### src/rtl/pnp_pkg.sv
package pnp_pkg;

  typedef enum logic [1:0] {
    ST_WAIT_KEY = 2'd0,
    ST_SLEEP    = 2'd1,
    ST_ISOLATE  = 2'd2,
    ST_CONFIG   = 2'd3
  } pnp_state_e;

  localparam logic [7:0] REG_RDPORT = 8'h00;
  localparam logic [7:0] REG_SERIAL = 8'h01;
  localparam logic [7:0] REG_CFGCTL = 8'h02;
  localparam logic [7:0] REG_WAKE   = 8'h03;
  localparam logic [7:0] REG_RES    = 8'h04;
  localparam logic [7:0] REG_STATUS = 8'h05;
  localparam logic [7:0] REG_CSN    = 8'h06;
  localparam logic [7:0] REG_ACT    = 8'h30;
  localparam logic [7:0] REG_IOHI   = 8'h60;
  localparam logic [7:0] REG_IOLO   = 8'h61;
  localparam logic [7:0] REG_IRQ    = 8'h70;

  localparam logic [7:0] CSUM_SEED  = 8'h6A;

  function automatic logic [7:0] key_next(input logic [7:0] c);
    return {c[0] ^ c[1], c[7:1]};
  endfunction

endpackage

### src/rtl/pnp_key_detect.sv
module pnp_key_detect
  import pnp_pkg::*;
#(
  parameter logic [7:0] SEED    = 8'h6A,
  parameter int         KEY_LEN = 32
) (
  input  logic       clk_i,
  input  logic       rst_ni,
  input  logic       arm_i,
  input  logic       wr_i,
  input  logic [7:0] data_i,
  input  logic       clear_i,
  output logic       done_o
);

  localparam int IDX_W = $clog2(KEY_LEN);
  localparam logic [IDX_W-1:0] LAST = IDX_W'(KEY_LEN - 1);

  logic [7:0]       exp_q;
  logic [IDX_W-1:0] idx_q;
  logic             hit, miss;

  assign hit    = arm_i && wr_i && (data_i == exp_q);
  assign miss   = arm_i && wr_i && (data_i != exp_q);
  assign done_o = hit && (idx_q == LAST);

  always_ff @(posedge clk_i or negedge rst_ni) begin
    if (!rst_ni) begin
      exp_q <= SEED;
      idx_q <= '0;
    end else if (clear_i || miss || done_o) begin
      exp_q <= SEED;
      idx_q <= '0;
    end else if (hit) begin
      exp_q <= key_next(exp_q);
      idx_q <= idx_q + 1'b1;
    end
  end

  // key position moves only on an armed address write or a clear
  a_r2_idx_moves_on_write: assert property (@(posedge clk_i) disable iff (!rst_ni)
    (idx_q != $past(idx_q)) |-> ($past(arm_i && wr_i) || $past(clear_i)));

  // key position back at the start after a wrong byte
  a_r2_miss_restarts: assert property (@(posedge clk_i) disable iff (!rst_ni)
    (arm_i && wr_i && !clear_i && (data_i != exp_q)) |=> (idx_q == '0) && (exp_q == SEED));

endmodule

### src/rtl/pnp_id_rom.sv
module pnp_id_rom
  import pnp_pkg::*;
#(
  parameter logic [63:0]          ID_BYTES  = 64'h07000001_80124E25,
  parameter int                   RES_LEN   = 4,
  parameter logic [8*RES_LEN-1:0] RES_BYTES = 32'h7915100A
) (
  input  logic [7:0] offset_i,
  output logic [7:0] byte_o,
  output logic       in_range_o
);

  localparam int ID_LEN  = 8;
  localparam int TBL_LEN = ID_LEN + 1 + RES_LEN;
  localparam int IDX_W   = $clog2(TBL_LEN);

  function automatic logic [7:0] id_csum(input logic [63:0] id);
    logic [7:0] c;
    c = CSUM_SEED;
    for (int i = 0; i < 64; i++) c = {c[0] ^ c[1] ^ id[i], c[7:1]};
    return c;
  endfunction

  localparam logic [7:0] CSUM = id_csum(ID_BYTES);

  logic [7:0] tbl [TBL_LEN];

  for (genvar g = 0; g < TBL_LEN; g++) begin : g_tbl
    if (g < ID_LEN) begin : g_id
      assign tbl[g] = ID_BYTES[8*g +: 8];
    end else if (g == ID_LEN) begin : g_csum
      assign tbl[g] = CSUM;
    end else begin : g_res
      assign tbl[g] = RES_BYTES[8*(g-ID_LEN-1) +: 8];
    end
  end

  assign in_range_o = (int'(offset_i) < TBL_LEN);
  assign byte_o     = in_range_o ? tbl[offset_i[IDX_W-1:0]] : 8'h00;

endmodule

### src/rtl/pnp_iso_ctrl.sv
module pnp_iso_ctrl
  import pnp_pkg::*;
#(
  parameter logic [7:0]           KEY_SEED  = 8'h6A,
  parameter int                   KEY_LEN   = 32,
  parameter logic [63:0]          ID_BYTES  = 64'h07000001_80124E25,
  parameter int                   RES_LEN   = 4,
  parameter logic [8*RES_LEN-1:0] RES_BYTES = 32'h7915100A
) (
  input  logic        clk_i,
  input  logic        rst_ni,
  input  logic        addr_wr_i,
  input  logic        data_wr_i,
  input  logic        rd_i,
  input  logic [7:0]  wdata_i,
  output logic [7:0]  rdata_o,
  output logic [9:0]  rd_port_o,
  output logic [7:0]  csn_o,
  output logic [1:0]  state_o,
  output logic [15:0] io_base_o,
  output logic [3:0]  irq_o,
  output logic        active_o
);

  localparam int STEP_W = 1;
  localparam int BIT_W  = 3;
  localparam int OFF_W  = 8;
  localparam int CNT_W  = STEP_W + BIT_W + OFF_W;
  localparam logic [CNT_W-1:0] CNT_BYTE = CNT_W'(1) << (STEP_W + BIT_W);

  pnp_state_e       state_q;
  logic [7:0]       addr_q, csn_q;
  logic [9:0]       rdp_q;
  logic [15:0]      io_q;
  logic [3:0]       irq_q;
  logic             act_q;
  logic [CNT_W-1:0] cnt_q;

  logic             key_done, key_clear;
  logic [7:0]       tbl_byte;
  logic             in_range;
  logic             ser_step;
  logic [BIT_W-1:0] ser_bit;
  logic [OFF_W-1:0] ser_off;

  assign ser_step = cnt_q[0];
  assign ser_bit  = cnt_q[STEP_W +: BIT_W];
  assign ser_off  = cnt_q[STEP_W+BIT_W +: OFF_W];

  assign key_clear = data_wr_i && (addr_q == REG_CFGCTL) && wdata_i[1];

  pnp_key_detect #(
    .SEED    (KEY_SEED),
    .KEY_LEN (KEY_LEN)
  ) i_key (
    .clk_i   (clk_i),
    .rst_ni  (rst_ni),
    .arm_i   (state_q == ST_WAIT_KEY),
    .wr_i    (addr_wr_i),
    .data_i  (wdata_i),
    .clear_i (key_clear),
    .done_o  (key_done)
  );

  pnp_id_rom #(
    .ID_BYTES  (ID_BYTES),
    .RES_LEN   (RES_LEN),
    .RES_BYTES (RES_BYTES)
  ) i_rom (
    .offset_i   (ser_off),
    .byte_o     (tbl_byte),
    .in_range_o (in_range)
  );

  always_ff @(posedge clk_i or negedge rst_ni) begin
    if (!rst_ni) begin
      state_q <= ST_WAIT_KEY;
      addr_q  <= '0;
      csn_q   <= '0;
      rdp_q   <= '0;
      io_q    <= '0;
      irq_q   <= '0;
      act_q   <= 1'b0;
      cnt_q   <= '0;
    end else begin
      if (key_done) begin
        state_q <= ST_SLEEP;
        cnt_q   <= '0;
        act_q   <= 1'b0;
      end
      if (addr_wr_i && state_q != ST_WAIT_KEY) addr_q <= wdata_i;
      if (data_wr_i) begin
        unique case (addr_q)
          REG_RDPORT: rdp_q <= {wdata_i, 2'b11};
          REG_CFGCTL: begin
            if (wdata_i[2] && state_q != ST_WAIT_KEY) csn_q <= '0;
            if (wdata_i[1]) state_q <= ST_WAIT_KEY;
          end
          REG_WAKE: begin
            if (wdata_i == '0) begin
              if (csn_q == '0) begin
                cnt_q   <= '0;
                act_q   <= 1'b0;
                state_q <= ST_ISOLATE;
              end
            end else if (wdata_i == csn_q) begin
              state_q <= ST_CONFIG;
            end else begin
              state_q <= ST_SLEEP;
            end
          end
          REG_CSN: begin
            if (state_q == ST_ISOLATE) begin
              csn_q   <= wdata_i;
              state_q <= ST_CONFIG;
            end
          end
          REG_ACT:  act_q       <= wdata_i[0];
          REG_IOHI: io_q[15:8]  <= wdata_i;
          REG_IOLO: io_q[7:0]   <= wdata_i;
          REG_IRQ:  irq_q       <= wdata_i[3:0];
          default: ;
        endcase
      end else if (rd_i && in_range) begin
        if (addr_q == REG_SERIAL)   cnt_q <= cnt_q + CNT_W'(1);
        else if (addr_q == REG_RES) cnt_q <= cnt_q + CNT_BYTE;
      end
    end
  end

  always_comb begin
    rdata_o = 8'h00;
    unique case (addr_q)
      REG_SERIAL: if (tbl_byte[ser_bit]) rdata_o = ser_step ? 8'hAA : 8'h55;
      REG_RES:    rdata_o = tbl_byte;
      REG_STATUS: rdata_o = 8'h01;
      default: ;
    endcase
  end

  assign rd_port_o = rdp_q;
  assign csn_o     = csn_q;
  assign state_o   = state_q;
  assign io_base_o = io_q;
  assign irq_o     = irq_q;
  assign active_o  = act_q;

  // finishing the key lands in sleep
  a_r2_key_to_sleep: assert property (@(posedge clk_i) disable iff (!rst_ni)
    (key_done && !data_wr_i) |=> (state_q == ST_SLEEP));

  // a new nonzero select number is only taken from isolation
  a_r6_csn_from_iso: assert property (@(posedge clk_i) disable iff (!rst_ni)
    ((csn_q != $past(csn_q)) && (csn_q != '0)) |-> ($past(state_q) == ST_ISOLATE));

  // isolation is always entered with a fresh serial counter
  a_r5_iso_entry_cnt: assert property (@(posedge clk_i) disable iff (!rst_ni)
    ((state_q == ST_ISOLATE) && ($past(state_q) != ST_ISOLATE)) |-> (cnt_q == '0));

  // an in-range serial read moves the counter by exactly one
  a_r9_serial_step: assert property (@(posedge clk_i) disable iff (!rst_ni)
    (rd_i && !data_wr_i && !key_done && in_range && addr_q == REG_SERIAL)
      |=> (cnt_q == $past(cnt_q) + CNT_W'(1)));

  // IRQ changes only through its own register
  a_r8_irq_source: assert property (@(posedge clk_i) disable iff (!rst_ni)
    (irq_q != $past(irq_q)) |-> $past(data_wr_i && addr_q == REG_IRQ));

endmodule

### config.mk
export PLATFORM = sky130hd
export DESIGN_NAME = pnp_iso_ctrl
export DESIGN_NICKNAME = d
export VERILOG_FILES = /design/src/rtl/pnp_pkg.sv /design/src/rtl/pnp_key_detect.sv /design/src/rtl/pnp_id_rom.sv /design/src/rtl/pnp_iso_ctrl.sv
export SDC_FILE = /design/constraint.sdc
export NUM_CORES = 1
export LEC_CHECK = 0
export ABC_AREA = 1
export BUFFER_PORTS_ARGS = -buffer_cell sky130_fd_sc_hd__buf_2
export CORE_ASPECT_RATIO = 1.75
export CORE_MARGIN = 2
export CORE_UTILIZATION = 24
export CTS_CLUSTER_SIZE = 40
export DETAILED_ROUTE_END_ITERATION = 8
export SLEW_MARGIN = 5
export SYNTH_ARGS = -nofsm -noshare
export SYNTH_HDL_FRONTEND = slang
export SYNTH_HIERARCHICAL = 1
export SYNTH_SLANG_ARGS = --single-unit
### constraint.sdc
create_clock -name clk_i -period 2.33 [get_ports clk_i]
set_input_delay 0.1165 -clock clk_i [delete_from_list [all_inputs] [get_ports clk_i]]
set_output_delay 0.1165 -clock clk_i [all_outputs]
set_load 0.005 [all_outputs]
# Word-level counts from Yosys, hierarchy flattened
# Memory sizes are Yosys's and may differ from the RTL's.
# Index checks and enable logic that the tools add are counted.
totals:
  word_cells: 96
  mem_bits_ro: 128
  inputBits: 13
  ram_bits: 0
  regBits: 74
  output_inout_bits: 49
  n_memories: 1
  latchBits: 0
classes:
  n_shift: 0
  reduce_logical: 23
  add_sub_neg: 3
  bitwise: 2
  multipliers: 0
  magnitude_cmp: 3
  eq_ne: 17
  n_mux: 36
  n_div: 0
memory_table:
  columns: ["name", "words", "word_bits", "read_ports", "rd_clocked_by_memory_dff", "wr", "line_no", "text"]
  rows:
  - ["(name not given)", 16, 8, 1, 0, 0, "pnp_id_rom.sv:39", "assign byte_o = in_range_o ? tbl[offset_i[IDX_W-1:0]] : 8'h00;"]
ops:
  columns: ["cell", "count"]
  rows:
  - ["2-to-1 mux 12 bit", 8]
  - ["2-to-1 mux 8 bit", 9]
  - ["== test 8 x 3 -> 1 bit (second input constant)", 3]
  - ["== test 8 x 7 -> 1 bit (second input constant)", 3]
  - ["logical NOT 8 bit", 3]
  - ["one-hot mux 8 bit (3 select lines)", 1]
  - ["== test 8 x 2 -> 1 bit (second input constant)", 2]
  - ["== test 8 bit", 2]
  - ["one-hot mux 8 bit (2 select lines)", 1]
  - ["2-to-1 mux 2 bit", 7]
  - ["adder 12 x 1 -> 12 bit (second input constant)", 1]
  - ["adder 12 x 5 -> 12 bit (second input constant)", 1]
  - ["2-to-1 mux 5 bit", 2]
  - ["logical AND 1 bit", 9]
  - ["== test 8 x 1 -> 1 bit (second input constant)", 1]
  - ["== test 8 x 6 -> 1 bit (second input constant)", 1]
  - ["< comparator 8 x 4 -> 1 bit (second input constant)", 1]
  - ["inequality test 8 bit", 1]
  - ["AND reduction 2 bit", 4]
  - ["one-hot mux 2 bit (3 select lines)", 1]
  - ["nonzero test 2 bit", 3]
  - ["adder 5 x 1 -> 5 bit (second input constant)", 1]
  - ["== test 5 bit (second input constant)", 1]
  - [">= comparator 5 bit (second input constant)", 1]
  - ["12 further kinds", 17]

# Logic depth before layout (Yosys ltp)
# Gate-level depths: netlist of the first run.
depth:
  word_depth: 9
  depth_mapped: 18
  ltp_nobuf: 15

# By module
# The synthesis of the first run kept the hierarchy.
by_module_without_submodules:
  columns: ["mod", "area_per_inst_um2", "seq_area_each_um2", "cells_per_inst", "instances"]
  rows:
  - ["pnp_iso_ctrl", 3658.5, 1501.4, 524, 1]
  - ["pnp_key_detect", 930.9, 330.3, 138, 1]
  - ["pnp_id_rom", 297.8, 0.0, 59, 1]

# Least setup slack after synthesis of the first run
# OpenSTA, ideal clock, no wires.
synth_path:
  path_kind: "reg2reg"
  start: "register i_key.exp_q[6]"
  end: "register cnt_q[9]"
  path_buffers: 3
  slack_ps: 16
  stages_incl_launch_ff: 16
  required_ps: 2214
  setup_ps: 116
  synth_period_minus_slack_ps: 2314
  arrival_time_ps: 2197
  path_cell_list: "dfstp_2 -> xnor2_1 -> nand2_1 -> nor2_4 -> nand3_4 -> buf_6 -> nor2_1 -> clkbuf_1 -> clkbuf_1 -> nor2_1 -> nand3_1 -> nand2_1 -> nor2_1 -> nand2_1 -> nand2_1 -> nand2_1"
synth_via:
  elab_chain_cells: 8
  elab_cells_between_ends: 11
  classes_between: "eq/ne (1); mux (8); reduce/logical (2)"
synth_rtl:
  columns: ["item", "line_no", "text"]
  rows:
  - ["from (decl)", "pnp_key_detect.sv:19", "logic [7:0] exp_q;"]
  - ["from (signal assigned)", "pnp_key_detect.sv:35", "exp_q <= key_next(exp_q);"]
  - ["== test 8 bit *", "pnp_key_detect.sv:23", "assign hit = arm_i && wr_i && (data_i == exp_q);"]
  - ["logical AND 1 bit *", "pnp_key_detect.sv:23", null]
  - ["logical AND 1 bit *", "pnp_key_detect.sv:25", "assign done_o = hit && (idx_q == LAST);"]
  - ["named net key_done", "pnp_iso_ctrl.sv:39", "logic key_done, key_clear;"]
  - ["2-to-1 mux 12 bit *", "pnp_iso_ctrl.sv:86", "if (key_done) begin"]
  - ["2-to-1 mux 12 bit (on tied branches)", "pnp_iso_ctrl.sv:126, pnp_iso_ctrl.sv:101", null]
  - ["2-to-1 mux 12 bit (on tied branches)", "pnp_iso_ctrl.sv:125, pnp_iso_ctrl.sv:100", null]
  - ["2-to-1 mux 12 bit (on tied branches)", "pnp_iso_ctrl.sv:124, pnp_iso_ctrl.sv:93", null]
  - ["2-to-1 mux 12 bit *", "pnp_iso_ctrl.sv:92", "if (data_wr_i) begin"]
  - ["to (signal assigned)", "pnp_iso_ctrl.sv:125", "if (addr_q == REG_SERIAL) cnt_q <= cnt_q + CNT_W'(1);"]
  - ["to (signal assigned)", "pnp_iso_ctrl.sv:126", "else if (addr_q == REG_RES) cnt_q <= cnt_q + CNT_BYTE;"]
  - ["to (decl)", "pnp_iso_ctrl.sv:37", "logic [CNT_W-1:0] cnt_q;"]
# The timed path passes the listed nets; every way through them passes the cells marked *.
# A chain may end at the register's enable or synchronous reset.

# Worst setup path after layout of the first run
layout_path:
  start: "register cnt_q[5]"
  end: "output rdata_o[0]"
layout_via:
  elab_cells_between_ends: 10
  classes_between: "order compare (1); mux (7); bitwise (1); memory (1)"
layout_lines:
  columns: ["item", "line_no", "text"]
  rows:
  - ["< comparator 8 x 4 -> 1 bit", "pnp_id_rom.sv:38", "assign in_range_o = (int'(offset_i) < TBL_LEN);"]
  - ["named net in_range", "pnp_iso_ctrl.sv:41", "logic in_range;"]
  - ["2-to-1 mux 8 bit", "pnp_id_rom.sv:39", null]
  - ["named net tbl_byte[1]", "pnp_iso_ctrl.sv:40", "logic [7:0] tbl_byte;"]
  - ["binary-select mux 1 bit (select 3 bit)", "pnp_iso_ctrl.sv:134", "REG_SERIAL: if (tbl_byte[ser_bit]) rdata_o = ser_step ? 8'hAA : 8'h55;"]
  - ["2-to-1 mux 1 bit (not written as such)", "pnp_iso_ctrl.sv:134", null]
  - ["2-to-1 mux 8 bit", "pnp_iso_ctrl.sv:134", null]
  - ["one-hot mux 8 bit (3 select lines)", "pnp_iso_ctrl.sv:133", "unique case (addr_q)"]
  - ["to (decl)", "pnp_iso_ctrl.sv:16", "output logic [7:0] rdata_o,"]
# The timed path passes the listed nets, and every way through them passes these cells. The select of a mux whose other input is x is not followed.

==> results of run 1 <==
## sequential cells by signal, summed over array words and instances, names as in the netlist
signal and cells:
i_key/idx_q 5, io_base_o 16, csn_o 8, active_o 1, irq_o 4, i_key/exp_q 8
rd_port_o 9, addr_q 8, state_o 2, cnt_q 12
## where the power goes
| part | total, mW | internal (mW) | switching, mW |
|---|---|---|---|
| Clock | 1.45 | 0.869 | 0.582 |
| Combinational | 2.31 | 0.913 | 1.39 |
| Sequential | 2.00 | 1.65 | 0.346 |
## routing by layer
metal	share of wire [%]	vias up	track usage, %
met3	3.0	21	2.073
met5	0	-	0
li1	-	2434	-
met1	40	2249	14.32
met4	2.4	0	5.603
met2	55	91	26.41
## final timing paths
path                                      from        endpoint  cells past startpoint
worst max-delay path                  cnt_q[5]      rdata_o[0]                     13
worst min-delay path                 data_wr_i      state_o[1]                      3
worst max register to register  i_key/exp_q[3]       cnt_q[11]                     16
worst min register to register   io_base_o[14]   io_base_o[14]                      2
max in group asynchronous               rst_ni  i_key/exp_q[1]                      3
min in group asynchronous               rst_ni  i_key/idx_q[0]                      2
## cell families (layout without fill, tap and decap cells)
group | count (synthesis) | count (layout) | synth area share [%]
AND/OR/NAND/NOR | 418 | 418 | 37.30
buffers and inverters | 114 | 201 | 10.09
AO/OA/AOI/OAI | 99 | 99 | 11.39
flip-flops | 73 | 73 | 37.48
adder cells (fa/ha/maj) | 9 | 9 | 2.304
XOR/XNOR | 8 | 8 | 1.434
## worst min-delay path, cell delays in order
cell and delay (ps):
buf_2 180, nand2_1 90, nand2_1 40
## what timing repair did
item / CTS / global route
buffers inserted: 8 / 5
setup endpoints to repair: 8 / 8
endpoints found under the hold margin: 35 / 0
gates resized for setup: 29 / 7
pin swaps: 13 / 6
hold buffers: 1 / 0
## metrics by stage
| stage | util, % | hold slack (ps) | TNS, ps | power (mW) |
|---|---|---|---|---|
| after detailed placement | 27.37 | 138.9 | 0 | 4.054 |
| final | 29.88 | 120.9 | -101.8 | 5.754 |
| after floorplan | - | -179.1 | 0 | 3.333 |
| after CTS | 29.60 | 120.4 | -37.71 | 5.726 |
| after global placement | 27.37 | 135.3 | 0 | 4.020 |
| after global routing | 29.88 | 128.1 | -1560 | 6.194 |
## placed cells by master, fill, tap and decap left out, drive strengths merged, types with 5 or more instances in the layout
master / count
a21oi: 26
inv: 99
xnor2: 6
o21ai: 68
nand3: 52
buf: 88
ha: 9
nand2: 251
o211ai: 5
nor2: 95
nand4: 13
clkbuf: 11
dfrtp: 69
## layout make-up
cell class | instances | share of cell area [%]
clock buffers | 11 | 4.039
clock inverters | 5 | 1.020
inverters | 96 | 6.121
multi-input cells | 534 | 43.97
flip-flops and latches | 73 | 30.54
well taps | 248 | 5.163
repair buffers | 89 | 9.140
==> flow_summary.yaml, run 1 <==
detailed_routing:
  drt.antenna.violating_nets: 0
  vias_per_cell: 4.541
  via_count: 4795
  drc: 0
  drt-initial-drc-count: 165
  wirelength_um: 14480
  drtPass1Iterations: 4
  wl_per_cell_um: 13.71
critical_path:
  cpLargestDelayFamily: "simple AND/OR/NAND/NOR gates"
  cp_max_fo: 7
  cpMaxStageDelayCell: "dfrtp_1"
  critPathArrivalTime_ps: 2260
  required_ps: 2210
  path_common_cell: "inv_4"
  startpoint_type: "flip-flop"
  cp_num_buf_inv: 4
  ff2ff_setup_slack_ps: 270
  cp-end-kind: "primary output"
  crit_type: "flip-flop to primary output"
  worstPathCellList: "inv_4 > ha_4 > nor2_2 > nor2_4 > inv_4 > nor2_1 > inv_1 > a21oi_1 > o21ai_1 > nand3_1 > nand4_1 > nand2_1 > buf_2"
  slowest_delay_ps: 420
yosys:
  syn_nets: 743
  ys_top_cells_by_count: "nand2_1, nor2_1, inv_1"
  synth-seq-area-share_pct: 37.48
  synth_top_area_share_pct: 35.33
  synth_top_cell_by_area: "dfrtp_1"
  synth.avg_cell_area_um2: 6.778
  synth_edf_count: 0
  async_reset_ff_share_pct: 100.0
  synth_top_cells_by_area: "dfrtp_1, nand2_1, nor2_1, inv_1, o21ai_0"
  synth_seq_cells: 73
  synth_cell_types: 34
  synthCells: 721
  post-synth-top-count-cell: "nand2_1"
  synth_area_um2: 4887
  yosys_warnings: 6
  synth_ff_type: "dfrtp_1"
clocking:
  cts_buffers: 9
  clkTransAtPathRegs_ps: 60
  cts_sinks: 73
  cts_root_buf: "clkbuf_16"
  clkLatencyLatePin_ps: 350
  tritoncts: "built"
  htreeDepth: 3
  clockBufferDepth: 2
finish:
  stdcell_count: 1056
  multi_input_area_um2: 2643
  synthToLayoutAreaGrowth_pct: 22.96
  final_nets: 825
  fin_area_um2: 6010
  n_antenna_cell: 0
  final-seq-area_um2: 1836
  drive_above_1_share_pct: 22.40
  fill_cells: 2201
timing:
  drv_slew: 0
  report.final.hold_viol_count: 0
  final-setup-viol-count: 4
  clock.fmax_ghz: 0.4207
  max_slew_margin_pct: 52.49
  finalCriticalPeriod_ps: 2377
  worst_pin_slew_ps: 712.6
  post-route-period-util_pct: 102.0
  finClkSkew_ps: 9.491
  grt_setup_unrepaired: "true"
  fin_ws_ps: -46.72
die:
  initial_utilization_pct: 24.30
  rows: 69
  fp.dieArea_um2: 21570
  die_w_um: 111.9
  coreArea_um2: 20120
  die_h_um: 192.8
  io_pins: 62
min_path:
  hold_path.class: "primary input to flip-flop"
placement:
  hpwl_um: 10680
  port_buffers: 61
  dpl_cell_area_um2: 5505
  dp_slack_ps: 186.1
  gp_congestion: 0.8333
  place_inst: 1026
global_route:
  grt_max_degree: 38
  gr-total-overflow: 0
  antenna_found_initial: 0
  grt_use_total_pct: 13.56
  grt_pass1_vias: 4564
  grt_pass1_wl_um: 23250
job:
  cap_violations: 0
run_status:
  status: "finished with violations"
  violations: "setup timing"
power:
  power_per_cell_area_nw_per_um2: 957.6
  ir_worst_vdd_uv: 590.7
  leakage_nw: 3.080
No activity file was read; power rests on OpenSTA's default activity.
==> run 2: changes to the inputs <==
ABC_AREA = 0   (was 1)
==> flow_summary.yaml, run 2 <==
timing:
  final.setup.tns_ps: -2364
  finClkSkew_ps: 7.369
  report.final.hold_viol_count: 0
  post-route-period-util_pct: 115.1
  final-setup-viol-count: 8
  finalCriticalPeriod_ps: 2682
  fin_ws_ps: -351.8
  hold_ws_ps: 208.9
  clock.fmax_ghz: 0.3729
  grt_setup_unrepaired: "true"
  worst_pin_slew_ps: 711.6
  drv_slew: 0
  max_slew_margin_pct: 52.24
critical_path:
  required_ps: 2210
  cp-end-kind: "primary output"
  worst_r2r_path_depth: 6
  r2r_end: "cnt_q[10]"
  setup.worst_path.start: "cnt_q[4]"
  cp_max_fo: 3
  r2r-start: "cnt_q[8]"
  critPathArrivalTime_ps: 2570
  crit_end: "rdata_o[4]"
  crit_type: "flip-flop to primary output"
  startpoint_type: "flip-flop"
  ff2ff_setup_slack_ps: 110
yosys:
  syn_nets: 444
  synth_top_cells_by_area: "dfrtp_1, mux2_2, xor2_1, a21oi_1, nand2_1"
  synth-simple-area-share_pct: 16.76
  async_reset_ff_share_pct: 100.0
  synth_fa_ha_area_share_pct: 2.565
  synth_top_family_by_area: "compound AO/OA/AOI/OAI gates"
  synthCells: 422
  synth_top_area_share_pct: 39.33
  synth_top_cell_by_area: "dfrtp_1"
  synth_edf_count: 0
  synth-xor-area-share_pct: 4.588
  synth_cell_types: 73
  synth_seq_cells: 73
  yosys_warnings: 6
  post-synth-top-count-cell: "dfrtp_1"
  synth_ff_type: "dfrtp_1"
  synth-seq-area-share_pct: 41.72
  synth_compound_area_share_pct: 18.75
  synth_area_um2: 4390
  synth_mux_area_share_pct: 10.97
  synth.avg_cell_area_um2: 10.40
  ys_top_cells_by_count: "dfrtp_1, mux2_2, nand2_1"
finish:
  mostFrequentLayoutCells: "dfrtp_1, buf_2, buf_4"
  drive_above_1_share_pct: 41.27
  n_antenna_cell: 0
  final_common_cell: "dfrtp_1"
  synthToLayoutAreaGrowth_pct: 29.27
  multi_input_area_um2: 2475
  largest_register_ffs: 16
  stdcell_count: 755
  fill_cells: 1847
  final-seq-area_um2: 1833
  final_nets: 538
power:
  leakage_nw: 2.708
  ir_worst_vdd_uv: 293.7
  power_per_cell_area_nw_per_um2: 518.9
  power_mw: 2.945
job:
  cap_violations: 0
detailed_routing:
  drt-initial-drc-count: 153
  via_count: 3759
  drc: 0
  drt.antenna.violating_nets: 0
  vias_per_cell: 4.979
  drtPass1Iterations: 5
  wirelength_um: 13090
  wl_per_cell_um: 17.34
placement:
  gp_congestion: 0.8720
  port_buffers: 61
  place_inst: 728
  dp_slack_ps: -41.69
  hpwl_um: 9904
global_route:
  antenna_found_initial: 0
  gr-total-overflow: 0
  grt_pass1_vias: 3860
  grt_use_total_pct: 13.82
  grt_max_degree: 54
  grt_pass1_wl_um: 20700
die:
  io_pins: 62
  die_h_um: 182.9
  rows: 65
  coreArea_um2: 17970
  die_w_um: 106.2
  fp.dieArea_um2: 19430
  initial_utilization_pct: 24.43
clocking:
  clkLatencyLatePin_ps: 340
  cts_root_buf: "clkbuf_16"
  cts_buffers: 9
  cts_sinks: 73
  clockBufferDepth: 2
  tritoncts: "built"
  htreeDepth: 3
  clkTransAtPathRegs_ps: 60
min_path:
  hold_path.class: "primary input to flip-flop"
  min_from: "wdata_i[6]"
  min_path_cells: 2
run_status:
  status: "finished with violations"
  violations: "setup timing"
-- run 2: worst min path at each step --
stage | to | slack [ps]
final | csn_o[6] | 210
after global routing | csn_o[6] | 220
after CTS | active_o | 170
after detailed placement | irq_o[1] | 120
after global placement | io_base_o[5] | 90
after floorplan | active_o | -180
-- run 2: repair_timing --
item                                    4_1_cts  5_1_grt
hold buffers                                  1        0
gates resized for setup                      13       15
buffers inserted                              4        6
endpoints found under the setup margin        8       14
pin swaps                                     4        6
endpoints found under the hold margin        20        0
-- run 2: cells by family (layout without fill, tap and decap cells) --
| kind of cell | Yosys count | after routing |
|---|---|---|
| simple gates | 127 | 127 |
| fa+ha+maj | 9 | 9 |
| mux | 41 | 41 |
| buf+inv | 44 | 143 |
| xor+xnor | 23 | 23 |
| flops | 73 | 73 |
| compound gates | 105 | 105 |
-- run 2: routing by layer --
layer	vias up	GRT usage (%)	wire, um
met5	-	0	0
met4	0	6.789	484
met3	28	2.665	518
met2	101	27.46	7648
met1	1889	13.10	4440
li1	1741	-	-
-- run 2: where the power goes --
| group | switching (mW) | internal (mW) |
|---|---|---|
| clock network | 0.561 | 0.937 |
| registers | 0.00779 | 1.28 |
| logic | 0.0992 | 0.0559 |
-- run 2: stage by stage --
step	instance area, um^2	utilization (%)
after floorplan	4412	-
after global placement	5142	28.61
after detailed placement	5142	28.61
after CTS	5564	30.96
after global routing	5675	31.58
final	5675	31.58
-- run 2: final cells by class --
| cell class | count | share of cell area, % |
|---|---|---|
| multi-input combinational | 305 | 43.61 |
| clock buffer | 9 | 3.968 |
| clock inverter | 7 | 1.675 |
| tap | 234 | 5.159 |
| inverter | 21 | 1.455 |
| timing repair buffer | 106 | 11.84 |
| sequential | 73 | 32.30 |
-- run 2: worst max-delay path: stages, from the launching register on --
cell	delay (ps)
dfrtp_1	400
buf_6	130
ha_2	180
mux2i_2	170
nor2_1	70
o21a_1	190
mux4_2	480
nand2b_4	120
a211oi_4	70
buf_4	160
a21o_1	140
buf_2	120
==> run 3: changes to the inputs <==
clock period = 2.6 ns   (was 2.33 ns; I/O delays follow)
==> flow_summary.yaml, run 3 (synthesized netlist as in run 2, its figures left out) <==
placement:
  dp_slack_ps: 121.7
  hpwl_um: 9414
  gp_congestion: 0.8548
  port_buffers: 61
  dpl_cell_area_um2: 5011
  place_inst: 712
finish:
  mostFrequentLayoutCells: "dfrtp_1, buf_2, mux2_2"
  final_common_cell: "dfrtp_1"
  fin_area_um2: 5445
  synthToLayoutAreaGrowth_pct: 24.02
  fin_util_pct: 30.30
  final_nets: 517
  largest_register_ffs: 16
  n_antenna_cell: 0
  fill_cells: 1859
  drive_above_1_share_pct: 36.80
  stdcell_count: 734
timing:
  worst_pin_slew_ps: 1016
  drv_slew: 0
  final-setup-viol-count: 8
  hold_ws_ps: 201.2
  max_slew_margin_pct: 32.27
  report.final.hold_viol_count: 0
  clock.fmax_ghz: 0.3742
  grt_setup_unrepaired: "true"
  fin_ws_ps: -72.11
  final.setup.tns_ps: -239.2
  finClkSkew_ps: 9.139
  post-route-period-util_pct: 102.8
  finalCriticalPeriod_ps: 2672
detailed_routing:
  wl_per_cell_um: 17.39
  drc: 0
  via_count: 3715
  drt-initial-drc-count: 230
  drt.antenna.violating_nets: 0
  vias_per_cell: 5.061
  drtPass1Iterations: 5
  wirelength_um: 12760
die:
  fp.dieArea_um2: 19430
  rows: 65
  coreArea_um2: 17970
  initial_utilization_pct: 24.43
  io_pins: 62
  die_w_um: 106.2
  die_h_um: 182.9
power:
  power_mw: 2.534
  power_per_cell_area_nw_per_um2: 465.4
  leakage_nw: 2.585
  ir_worst_vdd_uv: 264.2
job:
  cap_violations: 0
critical_path:
  startpoint_type: "flip-flop"
  crit_type: "flip-flop to primary output"
  critPathArrivalTime_ps: 2540
  cpMaxStageDelayCell: "or4_4"
  worstPathCellList: "or4_4 > a211oi_4 > mux4_2 > nand2_4 > a211oi_4 > nand2b_1 > buf_2"
  cpLargestDelayFamily: "simple AND/OR/NAND/NOR gates"
  slowest_delay_ps: 610
  cp_num_buf_inv: 1
  required_ps: 2470
  cp-end-kind: "primary output"
  cp_max_fo: 7
  path_common_cell: "a211oi_4"
clocking:
  clkTransAtPathRegs_ps: 60
  cts_root_buf: "clkbuf_16"
  cts_buffers: 9
  clockBufferDepth: 2
  clkLatencyLatePin_ps: 340
  cts_sinks: 73
  htreeDepth: 3
  tritoncts: "built"
min_path:
  hold_path.class: "primary input to flip-flop"
global_route:
  grt_use_total_pct: 13.32
  antenna_found_initial: 0
  grt_max_degree: 58
  gr-total-overflow: 0
  grt_pass1_wl_um: 20090
  grt_pass1_vias: 3919
run_status:
  violations: "setup timing"
  status: "finished with violations"
## run 3: cell types whose count changed in the layout (fill, tap and decap cells not counted), moves of 2 or more
cell and change:
buf_4 -20, buf_6 -2, clkinv_4 -2, inv_1 +2
## run 3: worst reg2reg max path: stages (launching register included)
cell	delay, ps
dfrtp_1	380
or4_4	620
buf_4	180
a31oi_4	160
and3b_1	260
and4_1	380
a21bo_2	270
a211oi_2	160
## run 3: cell type report
cell class / instances / area, um^2 / area share (%)
multi-input combinational: 305 / 2440 / 44.81
timing repair buffer: 85 / 504.2 / 9.260
clock buffer: 11 / 242.7 / 4.458
clock inverter: 5 / 55.05 / 1.011
inverter: 21 / 78.83 / 1.448
tap: 234 / 292.8 / 5.377
sequential: 73 / 1832 / 33.64
## run 3: final timing paths
path / start / end / slack, ps / depth (start not counted)
max: cnt_q[9] / rdata_o[0] / -70 / 7
min: wdata_i[6] / csn_o[6] / 200 / 2
max reg2reg: cnt_q[9] / cnt_q[10] / 110 / 7
min reg2reg: i_key/exp_q[6] / i_key/exp_q[6] / 480 / 2
max in group asynchronous: rst_ni / i_key/exp_q[3] / 1630 / 3
min in group asynchronous: rst_ni / irq_o[2] / 270 / 2
## run 3: where the power goes
group	switching [mW]	leakage, nW	internal, mW	total, mW
Clock	0.478	0.142	0.765	1.24
Combinational	0.0871	1.47	0.0459	0.133
Sequential	0.00705	0.975	1.15	1.16
Total	0.572	2.59	1.96	2.53
## run 3: what timing repair did
action                                  in CTS  in global routing
hold endpoints to repair                    16                  0
setup buffers                                3                  2
resized for setup                            6                 12
gates cloned                                 0                  0
endpoints found under the setup margin       8                  9
hold buffers                                 1                  0
pin swaps                                    3                  4
## run 3: per-layer routing
metal	global-route usage, %	up-vias	part of all wire (%)
met5	0	-	0
met3	2.878	43	4.6
met1	12.75	1860	35
li1	-	1696	-
met2	25.33	116	55
met4	8.105	0	5.1
